File: config.mk
export PLATFORM = sky130hd
export DESIGN_NAME = invq_engine
export DESIGN_NICKNAME = d
export VERILOG_FILES = /design/src/rtl/invq_pkg.sv /design/src/rtl/invq_ctrl.sv /design/src/rtl/invq_decode.sv /design/src/rtl/invq_engine.sv
export SDC_FILE = /design/constraint.sdc
export NUM_CORES = 1
export LEC_CHECK = 0
export BUFFER_PORTS_ARGS = -buffer_cell sky130_fd_sc_hd__buf_4
export CORE_AREA = 2 2 198 200
export CTS_CLUSTER_DIAMETER = 120
export DETAILED_ROUTE_END_ITERATION = 8
export DIE_AREA = 0 0 200 202
export SYNTH_ARGS = -nofsm -noshare
export SYNTH_HDL_FRONTEND = slang
export SYNTH_SLANG_ARGS = --single-unit
File: constraint.sdc
create_clock -name clk -period 5.85 [get_ports clk]
set_input_delay 0.2925 -clock clk [delete_from_list [all_inputs] [get_ports clk]]
set_output_delay 0.2925 -clock clk [all_outputs]
set_load 0.01 [all_outputs]
File: src/rtl/invq_pkg.sv
package invq_pkg;
  localparam logic [3:0] TYPE_CTX  = 4'h1;
  localparam logic [3:0] TYPE_TLB  = 4'h2;
  localparam logic [3:0] TYPE_WAIT = 4'h5;

  typedef enum logic [2:0] {
    K_CTX,
    K_TLB,
    K_WSTAT,
    K_WSKIP,
    K_BAD
  } kind_t;

  typedef enum logic [2:0] {
    S_IDLE,
    S_FETCH,
    S_RESP,
    S_ACT,
    S_HALT
  } st_t;
endpackage

File: src/rtl/invq_ctrl.sv
module invq_ctrl #(
  parameter int PW  = 12,
  parameter int LSB = 4
) (
  input  logic          clk,
  input  logic          rst_n,
  input  logic          qen_cmd,
  input  logic          quiet,
  input  logic          tail_we,
  input  logic [PW-1:0] tail_wdata,
  output logic          sts,
  output logic          off_go,
  output logic [PW-1:0] tail
);
  logic [LSB-1:0] unused_low;
  assign unused_low = tail_wdata[LSB-1:0];

  assign off_go = sts && !qen_cmd && quiet;

  always_ff @(posedge clk) begin
    if (!rst_n) begin
      sts  <= 1'b0;
      tail <= '0;
    end else if (!sts) begin
      if (qen_cmd) sts <= 1'b1;
    end else if (off_go) begin
      sts  <= 1'b0;
      tail <= '0;
    end else if (tail_we) begin
      tail <= {tail_wdata[PW-1:LSB], {LSB{1'b0}}};
    end
  end
endmodule

File: src/rtl/invq_decode.sv
module invq_decode
  import invq_pkg::*;
(
  input  logic [63:0] lo,
  output kind_t       kind,
  output logic [1:0]  gran,
  output logic [15:0] did,
  output logic [15:0] sid,
  output logic [1:0]  fm,
  output logic        drain_rd,
  output logic        drain_wr,
  output logic [31:0] stat_data
);
  logic [7:0] unused_mid;
  assign unused_mid = lo[15:8];

  assign gran      = lo[5:4];
  assign did       = lo[31:16];
  assign sid       = lo[47:32];
  assign fm        = lo[49:48];
  assign drain_rd  = lo[7];
  assign drain_wr  = lo[6];
  assign stat_data = lo[63:32];

  always_comb begin
    unique case (lo[3:0])
      TYPE_CTX:  kind = (lo[5:4] == 2'd0) ? K_BAD : K_CTX;
      TYPE_TLB:  kind = (lo[5:4] == 2'd0) ? K_BAD : K_TLB;
      TYPE_WAIT: kind = lo[5] ? K_WSTAT : K_WSKIP;
      default:   kind = K_BAD;
    endcase
  end
endmodule

File: src/rtl/invq_engine.sv
module invq_engine
  import invq_pkg::*;
#(
  parameter int QBYTES = 4096,
  parameter int DBYTES = 16,
  parameter int AW     = 64,
  localparam int PW    = $clog2(QBYTES),
  localparam int LSB   = $clog2(DBYTES)
) (
  input  logic          clk,
  input  logic          rst_n,
  input  logic [AW-1:0] qbase,
  input  logic          qen_cmd,
  output logic          qen_sts,
  input  logic          tail_we,
  input  logic [PW-1:0] tail_wdata,
  output logic [PW-1:0] head_ptr,
  output logic          err_flag,
  output logic          rd_valid,
  input  logic          rd_ready,
  output logic [AW-1:0] rd_addr,
  input  logic          rsp_valid,
  input  logic [127:0]  rsp_data,
  output logic          wr_valid,
  input  logic          wr_ready,
  output logic [AW-1:0] wr_addr,
  output logic [31:0]   wr_data,
  output logic          cc_valid,
  input  logic          cc_ready,
  output logic [1:0]    cc_gran,
  output logic [15:0]   cc_did,
  output logic [15:0]   cc_sid,
  output logic [1:0]    cc_fm,
  output logic          tlb_valid,
  input  logic          tlb_ready,
  output logic [1:0]    tlb_gran,
  output logic [15:0]   tlb_did,
  output logic          tlb_drain_rd,
  output logic          tlb_drain_wr,
  output logic [63:0]   tlb_page
);
  st_t           state;
  logic [PW-1:0] head;
  logic [PW-1:0] tail;
  logic          err_q;
  logic [63:0]   desc_lo;
  logic [63:0]   desc_hi;
  logic          off_go;
  logic          quiet;
  logic          act_done;
  kind_t         kind;
  logic [1:0]    f_gran;
  logic [15:0]   f_did;
  logic [15:0]   f_sid;
  logic [1:0]    f_fm;
  logic          f_drd;
  logic          f_dwr;
  logic [31:0]   f_stat;

  assign quiet = (state == S_IDLE) || (state == S_HALT);

  invq_ctrl #(.PW(PW), .LSB(LSB)) ctrl_i (
    .clk        (clk),
    .rst_n      (rst_n),
    .qen_cmd    (qen_cmd),
    .quiet      (quiet),
    .tail_we    (tail_we),
    .tail_wdata (tail_wdata),
    .sts        (qen_sts),
    .off_go     (off_go),
    .tail       (tail)
  );

  invq_decode dec_i (
    .lo        (desc_lo),
    .kind      (kind),
    .gran      (f_gran),
    .did       (f_did),
    .sid       (f_sid),
    .fm        (f_fm),
    .drain_rd  (f_drd),
    .drain_wr  (f_dwr),
    .stat_data (f_stat)
  );

  always_comb begin
    unique case (kind)
      K_CTX:   act_done = cc_ready;
      K_TLB:   act_done = tlb_ready;
      K_WSTAT: act_done = wr_ready;
      K_WSKIP: act_done = 1'b1;
      default: act_done = 1'b0;
    endcase
  end

  always_ff @(posedge clk) begin
    if (!rst_n) begin
      state   <= S_IDLE;
      head    <= '0;
      err_q   <= 1'b0;
      desc_lo <= '0;
      desc_hi <= '0;
    end else if (off_go) begin
      state <= S_IDLE;
      head  <= '0;
      err_q <= 1'b0;
    end else begin
      unique case (state)
        S_IDLE:  if (qen_sts && (head != tail)) state <= S_FETCH;
        S_FETCH: if (rd_ready) state <= S_RESP;
        S_RESP: begin
          if (rsp_valid) begin
            desc_lo <= rsp_data[63:0];
            desc_hi <= rsp_data[127:64];
            state   <= S_ACT;
          end
        end
        S_ACT: begin
          if (kind == K_BAD) begin
            err_q <= 1'b1;
            state <= S_HALT;
          end else if (act_done) begin
            head  <= head + PW'(DBYTES);
            state <= S_IDLE;
          end
        end
        default: state <= S_HALT;
      endcase
    end
  end

  assign head_ptr = head;
  assign err_flag = err_q;

  assign rd_valid = (state == S_FETCH);
  assign rd_addr  = qbase + AW'(head);

  assign wr_valid = (state == S_ACT) && (kind == K_WSTAT);
  assign wr_addr  = desc_hi[AW-1:0];
  assign wr_data  = f_stat;

  assign cc_valid = (state == S_ACT) && (kind == K_CTX);
  assign cc_gran  = f_gran;
  assign cc_did   = f_did;
  assign cc_sid   = f_sid;
  assign cc_fm    = f_fm;

  assign tlb_valid    = (state == S_ACT) && (kind == K_TLB);
  assign tlb_gran     = f_gran;
  assign tlb_did      = f_did;
  assign tlb_drain_rd = f_drd;
  assign tlb_drain_wr = f_dwr;
  assign tlb_page     = desc_hi;
endmodule

==> results of run 1 <==
[per-stage QoR]
stage | utilization [%] | cell area [um^2] | power, mW | hold WS, ns
floorplan | - | 8120 | 1.11 | 0.416
global placement | 29.0 | 11100 | 1.29 | 0.452
detailed placement | 29.0 | 11100 | 1.30 | 0.459
CTS | 30.5 | 11700 | 2.43 | 0.0625
global route | 30.5 | 11700 | 2.48 | 0.0803
finish | 30.5 | 11700 | 2.39 | 0.0978
[cell families (layout without fill, tap and decap cells)]
| family | count (synthesis) | count (layout) |
|---|---|---|
| buffers and inverters | 214 | 528 |
| DFF | 141 | 141 |
| AOI/OAI and AO/OA | 162 | 162 |
| xor gates and xnor gates | 72 | 72 |
| adders and majority gates | 10 | 10 |
| muxes | 1 | 1 |
| other | 1 | 4 |
| and+or+nand+nor | 420 | 420 |
[worst reg2reg max path: stages, from the launching register on]
cell and delay (ns):
dfxtp_1 0.38, nor2_1 0.26, and3_4 0.75, buf_4 0.68
nand2_1 0.15, a21boi_0 0.16
[area by class of cell]
class                   count  area (um^2)
clock buffers              18          439
clock inverters            14          149
fillers                  4085        26600
inverters                   6         22.5
multi-input cells         669         3920
flip-flops and latches    141         2820
well taps                 518          648
repair buffers            490         3680
[per-layer routing]
layer	wire (um)	GRT usage [%]
met1	11800	15.5
met4	1100	6.67
met3	3050	4.99
met5	0	0
met2	15800	26.9
[worst min-delay path by stage]
stage	from	endpoint	slack, ns
after floorplan	qen_cmd	ctrl_i.sts	0.42
after global placement	desc_lo[7]	desc_lo[7]	0.45
after detailed placement	ctrl_i.tail[11]	ctrl_i.tail[11]	0.46
after CTS	qen_cmd	ctrl_i.sts	0.06
after global routing	qen_cmd	ctrl_i.sts	0.08
final	qen_cmd	ctrl_i.sts	0.1
[power groups by stage]
stage | clock network, mW | registers [mW] | logic [mW]
2_1_floorplan | 0 | 1.00 | 0.113
3_3_place_gp | 0 | 1.00 | 0.290
3_5_place_dp | 0 | 1.00 | 0.293
4_1_cts | 1.15 | 0.982 | 0.294
5_1_grt | 1.18 | 0.984 | 0.316
6_report | 1.11 | 0.982 | 0.293
[cell usage after synthesis (2+ instances only)]
library cell,number
and2_1,6
o21a_1,3
nand4_1,13
nand3_1,33
a21oi_1,18
dfxtp_1,141
and4_1,7
buf_4,158
a211oi_1,2
nor2_1,32
inv_1,6
xor2_1,35
buf_2,6
ha_1,9
a21boi_0,120
o21ai_0,3
nand4_4,3
xnor2_1,37
a21o_1,5
nor2b_1,2
nor4_1,5
nor3_1,9
clkbuf_1,43
o211ai_1,2
nand2_1,271
nor3b_1,3
nand2b_1,4
and3_1,18
[flip-flops by register name, summed over array words and instances, names as in the netlist]
name	count
ctrl_i.sts	1
err_flag	1
tlb_page	64
desc_lo	56
head_ptr	8
state	3
ctrl_i.tail	8
==> impl_results.md, run 1 <==
* Outcome: finished, final reports clean
* Reg2reg path depth at 5
* Post-Synth XOR/XNOR Area at 7.78%
* Worst Max-Slew Pin Slew at 1.00 ns
* Maximum clock insertion buffer count at 2
* Total track usage at 14.9%
* Layout area overhead at 44.0%
* Number of antenna diodes at 0
* CP max stage delay at 0.55 ns
* Global-route wire length before repair at 45,500 um
* Mapped Avg Cell Area at 7.94 um^2
* Max-cap violations at 0
* Post-Route WL at 31,700 um
* Post-Synthesis Cell Area at 8110 um^2
* Max FO, Critical Path at 7
* Top_reg_cell synth: dfxtp_1
* Worst path top cell family by delay: simple AND/OR/NAND/NOR gates
* H-Tree Depth at 4
* Largest net degree at the start of global routing at 110
* Worst reg2reg path startpoint: state[0]
* Setup_tns at 0 ns
* Critical Path RT at 5.56 ns
* Number of enable flip-flop cells after synthesis at 0
* P_int at 1.75 mW
* Most frequent cells in the layout: buf_4 (490), nand2_1 (271), dfxtp_1 (141)
* Hold crit path type: input port to flip-flop
* Row cnt at 72
* Synth Register Bits at 141
* Logic gate share of total power at 12.3%
* Die area at 40,400 um^2
* # DRC at 0
* Setup slack, reg-to-reg at 3.42 ns
* Final Slew Violations at 0
* CP startpoint: head_ptr[4]
* Syn Inst Count at 1,021
* Worst slack, placed at 2.68 ns
* Register clock-pin slew on the reported worst setup and hold paths at 0.07 ns
* Max IR drop VDD at 0.149 mV
* Core area at 38,300 um^2
* Starting Density at 21.2%
* # setup viols final at 0
* Routed len/inst at 17.1 um
* RR Endpoint: tlb_page[20]
* Reg power frac at 41.2%
* Worst hold stages at 2
* Worst Setup End Kind: output port
* PostCTS Resize Cnt at 0
* Synth async-reset ratio at 0%
* Slowest CP cell: xnor2_1
* Adder-cell share of the synthesized area at 1.64%
* Vias at 7,830
* Worst Path Class, Setup: flip-flop to output port
* Clock power share at 46.5%
* Synth Area in Compound Gates at 14.4%
* RSZ-0062 raised after global routing: false
* Yosys warning count at 0
* Share of layout cells above drive strength 1 at 40.1%
* Hold buffers post-CTS at 0
* Post-DRT Antenna Nets at 0
* Via-per-instance ratio at 4.22
* Power Dens Cells at 204 nW/um^2
* Chip Height at 202 um
* HPWL after DPL at 24,800 um
* Post-synthesis mux area share at 0.123%
* Sequential fraction of the synthesis area at 34.8%
* WP buf/inv at 2
* Global placement routability congestion at 0.892
* Synth area leaders: dfxtp_1 (35%), buf_4 (15%), nand2_1 (13%), a21boi_0 (11%), xnor2_1 (4.0%)
* Critical Path AT at 3.58 ns
* Clock sinks at 141
* Non-Filler Instances at 1,856
* Post-synth top area cell: dfxtp_1
* Commonest non-fill, non-tap cell in the layout: buf_4
* I/O pins at 511
* Post-synthesis simple-gate area fraction at 23.8%
* Type of origin of the critical path: flip-flop
* Min Clock Period, post-route at 3.88 ns
* Initial antenna violation count at 0
* Drt initial violations at 276
* CTS Buf Count at 17
* Nets at 1,548
* CTS tree: done
* I/O Buffers at 486
* Final Skew at 0.0113 ns
* Part of the cycle the worst path needs at 66.3%
* Final hold viol count at 0
* Vias in the first global route at 7,677
* Root buffer cell: clkbuf_16
* Clk_lat worst skew at 0.42 ns
* P_sw at 0.635 mW
* Placed cells at 1,824
* Switching Fraction at 26.6%
* Worst Setup EP: rd_addr[34]
* Drt pass-1 iters at 5
* Achievable Freq at 258 MHz
* Final setup margin at 1.97 ns
* Rel. slew slack at 33.3%
* Leak at 5.12 nW
* Number of cells on the critical path at 10
* CP Cell Sequence: ha_1, inv_1, fa_1, nand2b_1, a21oi_1, o21ai_1, nor3_4, nand3_1, xnor2_1, buf_4
* Post CTS Setup Buffer Count at 0
* Gr ovfl total at 0
* Die W at 200 um
* Largest family of logic cells by synthesized area: simple AND/OR/NAND/NOR gates
* Synth top area share at 34.8%
* Yosys cell types at 55
No activity file was read; power rests on OpenSTA's default activity.
==> inputs of run 2 (changes only) <==
Settings changed: ABC_AREA from default to 1, CORE_AREA 2 2 198 200 to 2 2 200 202, DIE_AREA 0 0 200 202 to 0 0 202 204.
Clock period 5.85 ns to 4.04 ns, I/O delays scaled along.
==> run 2 against run 1 <==
Clock power up 50%. Count of clock-buffer cells in the layout rose by 1. Synthesized area grew 8.6%. Worst hold slack lost 0.068 ns. Sequential share of layout area fell by 1.5 points. Sequential power up 89%. Flip-flop and latch count did not move. Synthesized cell count up 25%. Via count grew 17%. First-iteration DRC count rose by 94%. Routed wire length grew 19%. Largest cell class unchanged. Highest routed layer is now met5.
==> impl_results.md, run 2 <==
* Outcome: finished, final reports clean
* Sequential fraction of the synthesis area at 32.1%
* Yosys cell types at 39
* Register clock-pin slew on the reported worst setup and hold paths at 0.07 ns
* Max-cap violations at 0
* Critical Path RT at 3.84 ns
* Most common library cells after synthesis: inv_1 (191), nand2_1 (163), buf_4 (158), a21oi_1 (144), dfxtp_1 (141)
* P_sw at 1.86 mW
* Die W at 202 um
* H-Tree Depth at 4
* Synth Register Bits at 141
* Synth async-reset ratio at 0%
* Clock power share at 31.4%
* Final Slew Violations at 0
* Layout area overhead at 41.3%
* CTS Buf Count at 17
* Chip Height at 204 um
* Rel. slew slack at 38.6%
* Hold crit path type: input port to flip-flop
* Commonest non-fill, non-tap cell in the layout: buf_4
* Setup_tns at 0 ns
* Critical Path AT at 3.31 ns
* Via-per-instance ratio at 4.31
* Drt initial violations at 535
* Global-route wire length before repair at 54,000 um
* Routed len/inst at 17.8 um
* Synth area leaders: dfxtp_1 (32%), buf_4 (13%), a21oi_1 (8.2%), inv_1 (8.1%), o21ai_0 (7.3%)
* Gr ovfl total at 0
* I/O pins at 511
* Yosys warning count at 0
* Top_reg_cell synth: dfxtp_1
* Final hold slack at 0.0298 ns
* Final Skew at 0.0129 ns
* Initial antenna violation count at 1
* CTS tree: done
* Clk_lat worst skew at 0.45 ns
* Starting Density at 22.5%
* Vias at 9,166
* Worst Setup End Kind: output port
* Leak at 5.63 nW
* PostCTS Resize Cnt at 0
* HPWL after DPL at 31,700 um
* Reg2reg path depth at 6
* Number of enable flip-flop cells after synthesis at 0
* Most numerous cell in the Yosys netlist: inv_1
* Reg power frac at 35.1%
* Syn Inst Count at 1,275
* Power Dens Cells at 426 nW/um^2
* Die area at 41,200 um^2
* Core area at 39,200 um^2
* Hold buffers post-CTS at 0
* Share of layout cells above drive strength 1 at 34.7%
* Mapped Avg Cell Area at 6.91 um^2
* I/O Buffers at 486
* Wire length on met2 at 18,600 um
* Worst Setup EP: rd_addr[42]
* CP startpoint: head_ptr[4]
* Type of origin of the critical path: flip-flop
* Fillcell total at 4,224
* Global placement routability congestion at 0.980
* P_int at 3.44 mW
* Post-Route WL at 37,900 um
* Setup slack, reg-to-reg at 1.64 ns
* Max FO, Critical Path at 7
* Largest register FFs at 64
* Part of the cycle the worst path needs at 87.0%
* Drt pass-1 iters at 5
* RSZ-0062 raised after global routing: false
* Total track usage at 17.5%
* # setup viols final at 0
* Switching Fraction at 35.1%
* # DRC at 0
* Clock sinks at 141
* Worst Path Class, Setup: flip-flop to output port
* Final hold viol count at 0
* Logic gate share of total power at 33.4%
* Maximum clock insertion buffer count at 2
* Worst reg2reg path startpoint: state[2]
* Max IR drop VDD at 0.289 mV
* Number of antenna diodes at 0
* RR Endpoint: tlb_page[20]
* Largest net degree at the start of global routing at 103
* Synth top area share at 32.1%
* Top Layer Used: met5
* Post-Synthesis Cell Area at 8810 um^2
* Post CTS Setup Buffer Count at 0
* Nets at 1,812
* Post-synth top area cell: dfxtp_1
* Root buffer cell: clkbuf_16
* Achievable Freq at 285 MHz
* Worst Max-Slew Pin Slew at 0.913 ns
* Post-DRT Antenna Nets at 0
* Vias in the first global route at 8,610
* WL met3 at 3350 um
* Min Clock Period, post-route at 3.51 ns
* Row cnt at 73
* Met1 WL at 14,900 um
* Most frequent cells in the layout: buf_4 (491), inv_1 (191), nand2_1 (163)
## run 2: final cells by class
type | instances | area (um^2) | area share, %
inverters | 198 | 743 | 5.97
clock inverters | 13 | 165 | 1.33
repair buffers | 492 | 3710 | 29.8
flip-flops and latches | 141 | 2820 | 22.7
clock buffers | 19 | 453 | 3.64
well taps | 525 | 657 | 5.28
multi-input cells | 739 | 3890 | 31.3
## run 2: worst max-delay path: stages, from the launching register on
cell and delay (ns):
dfxtp_1 0.53, ha_1 0.26, inv_1 0.12, fa_1 0.42
inv_1 0.15, nand3_1 0.10, nand2_2 0.14, nand2_1 0.11
a21oi_2 0.26, nand2_1 0.16, nor2_2 0.13, nand3_1 0.09
xor2_1 0.22, buf_4 0.16
## run 2: power by group through the flow
stage,clock network [mW],registers (mW),logic (mW)
3_3_place_gp,0,1.88,1.77
3_5_place_dp,0,1.89,1.79
2_1_floorplan,0,1.87,1.08
6_report,1.67,1.86,1.77
5_1_grt,1.77,1.89,1.92
4_1_cts,1.71,1.86,1.79
## run 2: how the worst min path moves through the flow
stage | end | slack [ns] | start | cells after the start
after floorplan | ctrl_i.sts | 0.36 | qen_cmd | 2
after global placement | rd_addr[1] | 0.40 | qbase[1] | 0
after detailed placement | rd_addr[1] | 0.40 | qbase[1] | 0
after CTS | tlb_page[12] | 0.002 | rsp_data[76] | 3
after global routing | tlb_page[19] | 0.02 | rsp_data[83] | 3
final | tlb_page[12] | 0.03 | rsp_data[76] | 3
## run 2: through the flow
| stage | util [%] | setup WS, ns | total power [mW] | instance area (um^2) | instances |
|---|---|---|---|---|---|
| finish | 31.7 | 0.526 | 5.30 | 12400 | 2127 |
| global placement | 30.2 | 1.01 | 3.65 | 11800 | 2095 |
| floorplan | - | 1.56 | 2.95 | 8820 | 1278 |
| detailed placement | 30.2 | 0.930 | 3.67 | 11800 | 2095 |
| global route | 31.7 | 0.260 | 5.59 | 12400 | 2127 |
| CTS | 31.7 | 0.434 | 5.36 | 12400 | 2127 |
## run 2: kinds of logic after synthesis
family / share of synthesized area (%)
other cells: 0.0426
buf+inv: 24.0
flops: 32.1
compound gates: 16.2
xor+xnor: 6.46
simple gates: 19.7
fa+ha+maj: 1.51
## run 2: per-layer routing
layer  global-route usage, %  vias to the layer above
met5                       0                        -
met4                    7.09                        2
met3                    5.95                       48
met2                    30.0                      408
met1                    20.0                     4169
li1                        -                     4539
==> inputs of run 3 (changes only) <==
Settings changed: CORE_AREA 2 2 200 202 to 2 2 199 201, DIE_AREA 0 0 202 204 to 0 0 201 203, PLACE_DENSITY from default to 0.49.
==> run 3 against run 2 <==
Critical path type unchanged. Worst hold slack better by 0.023 ns. Highest routed layer unchanged. First-iteration DRC count down 30%. Sequential power barely moved. Total power is 0.22% lower. Critical path depth is the same. Critical endpoint unchanged. Flip-flop and latch count unchanged.
==> impl_results.md, run 3 (same netlist as run 2, synthesis figures left out) <==
* Commonest non-fill, non-tap cell in the layout: buf_4
* Vias at 8,926
* Max FO, Critical Path at 7
* CP max stage delay at 0.44 ns
* Post CTS Setup Buffer Count at 0
* I/O Buffers at 486
* Critical Path RT at 3.84 ns
* Type of origin of the critical path: flip-flop
* Routed len/inst at 17.4 um
* Via-per-instance ratio at 4.21
* Max-cap violations at 0
* Most frequent cells in the layout: buf_4 (490), inv_1 (191), nand2_1 (163)
* RR Endpoint: tlb_page[19]
* Final Slew Violations at 0
* Clock sinks at 141
* Layout area overhead at 41.2%
* Worst slack, placed at 1.09 ns
* Hold buffers post-CTS at 0
* Non-Filler Instances at 2,121
* CTS tree: done
* Setup slack, reg-to-reg at 1.82 ns
* CTS Buf Count at 17
* Die area at 40,800 um^2
* Initial antenna violation count at 5
* Drt pass-1 iters at 5
* Worst Hold End: tlb_page[60]
* Row cnt at 72
* Drt initial violations at 376
* Setup_tns at 0 ns
* Fillcell total at 4,198
* Share of layout cells above drive strength 1 at 34.6%
* Worst Setup End Kind: output port
* HPWL after DPL at 30,900 um
* Reg2reg path depth at 5
* Part of the cycle the worst path needs at 83.2%
* Core area at 38,500 um^2
* Root buffer cell: clkbuf_16
* Hold crit path type: input port to flip-flop
* Worst hold stages at 3
* I/O pins at 511
* Register clock-pin slew on the reported worst setup and hold paths at 0.07 ns
* Power Dens Cells at 425 nW/um^2
* H-Tree Depth at 4
* Placed cells at 2,087
* Hold Path Origin: rsp_data[124]
* Post-DRT Antenna Nets at 0
* PostCTS Resize Cnt at 0
* Slowest CP cell: dfxtp_1
* Maximum clock insertion buffer count at 2
* Post-DP Area at 11,800 um^2
* Critical Path AT at 3.16 ns
* # setup viols final at 0
* Final Skew at 0.00941 ns
* Final hold viol count at 0
* RSZ-0062 raised after global routing: false
* Fin area at 12,400 um^2
* Outcome: finished, final reports clean
* Global placement routability congestion at 0.934
* # DRC at 0
* Die W at 201 um
* Min Clock Period, post-route at 3.36 ns
* Max IR drop VDD at 0.232 mV
* Final setup margin at 0.680 ns
* Largest net degree at the start of global routing at 83
* Worst Path Class, Setup: flip-flop to output port
* Leak at 5.62 nW
* CP Cell Sequence: ha_1, inv_1, fa_1, inv_1, nand3_1, nand2_2, nand2_1, a21oi_2, nand2_1, nor2_2, nand3_1, xor2_1, buf_4
* Nets at 1,811
* Worst Max-Slew Pin Slew at 0.728 ns
* Final hold slack at 0.0524 ns
* Total power at 5.29 mW
* Vias in the first global route at 8,718
* Rel. slew slack at 51.5%
* Achievable Freq at 298 MHz
* Post-Route WL at 36,800 um
* Clk_lat worst skew at 0.43 ns
* Largest register FFs at 64
* Starting Density at 22.9%
* Chip Height at 203 um
* Worst reg2reg path startpoint: ctrl_i.sts
* Total track usage at 17.3%
* Finished Core Util at 32.3%
* Gr ovfl total at 0
* Global-route wire length before repair at 53,300 um
## run 3: power by group
part	switching, mW	total (mW)	internal (mW)
sequential	0.222	1.86	1.64
combinational	0.893	1.73	0.838
clock	0.699	1.70	0.999
total	1.81	5.29	3.47
## run 3: metal layers
| metal | vias up | GRT usage, % | wire [um] |
|---|---|---|---|
| met5 | - | 0 | 46 |
| met1 | 4006 | 19.9 | 14700 |
| met4 | 6 | 5.16 | 771 |
| met2 | 335 | 30.7 | 18500 |
| li1 | 4539 | - | - |
| met3 | 40 | 5.38 | 2890 |
## run 3: cell type report
cell class	count	area (um^2)	share of cell area (%)
Sequential cell	141	2820	22.7
Timing Repair Buffer	491	3700	29.7
Tap cell	518	648	5.21
Clock inverter	14	199	1.60
Multi-Input combinational cell	739	3890	31.3
Antenna cell	2	5.00	0.0402
Clock buffer	18	429	3.45
Inverter	198	743	5.97
## run 3: how the worst max path moves through the flow
stage | cells after the start | start | end
2_1_floorplan | 12 | head_ptr[4] | rd_addr[42]
3_3_place_gp | 13 | head_ptr[4] | rd_addr[42]
5_1_grt | 13 | head_ptr[4] | rd_addr[42]
4_1_cts | 13 | head_ptr[4] | rd_addr[42]
3_5_place_dp | 13 | head_ptr[4] | rd_addr[42]
6_report | 13 | head_ptr[4] | rd_addr[42]
## run 3: worst max-delay path: cells and delay by family, from the launching register on
kind / cells / cell delay, ns
AO/OA/AOI/OAI: 1 / 0.28
AND/OR/NAND/NOR: 6 / 0.76
flip-flops: 1 / 0.44
adder cells (fa/ha/maj): 2 / 0.68
XOR/XNOR: 1 / 0.16
buffers and inverters: 3 / 0.43
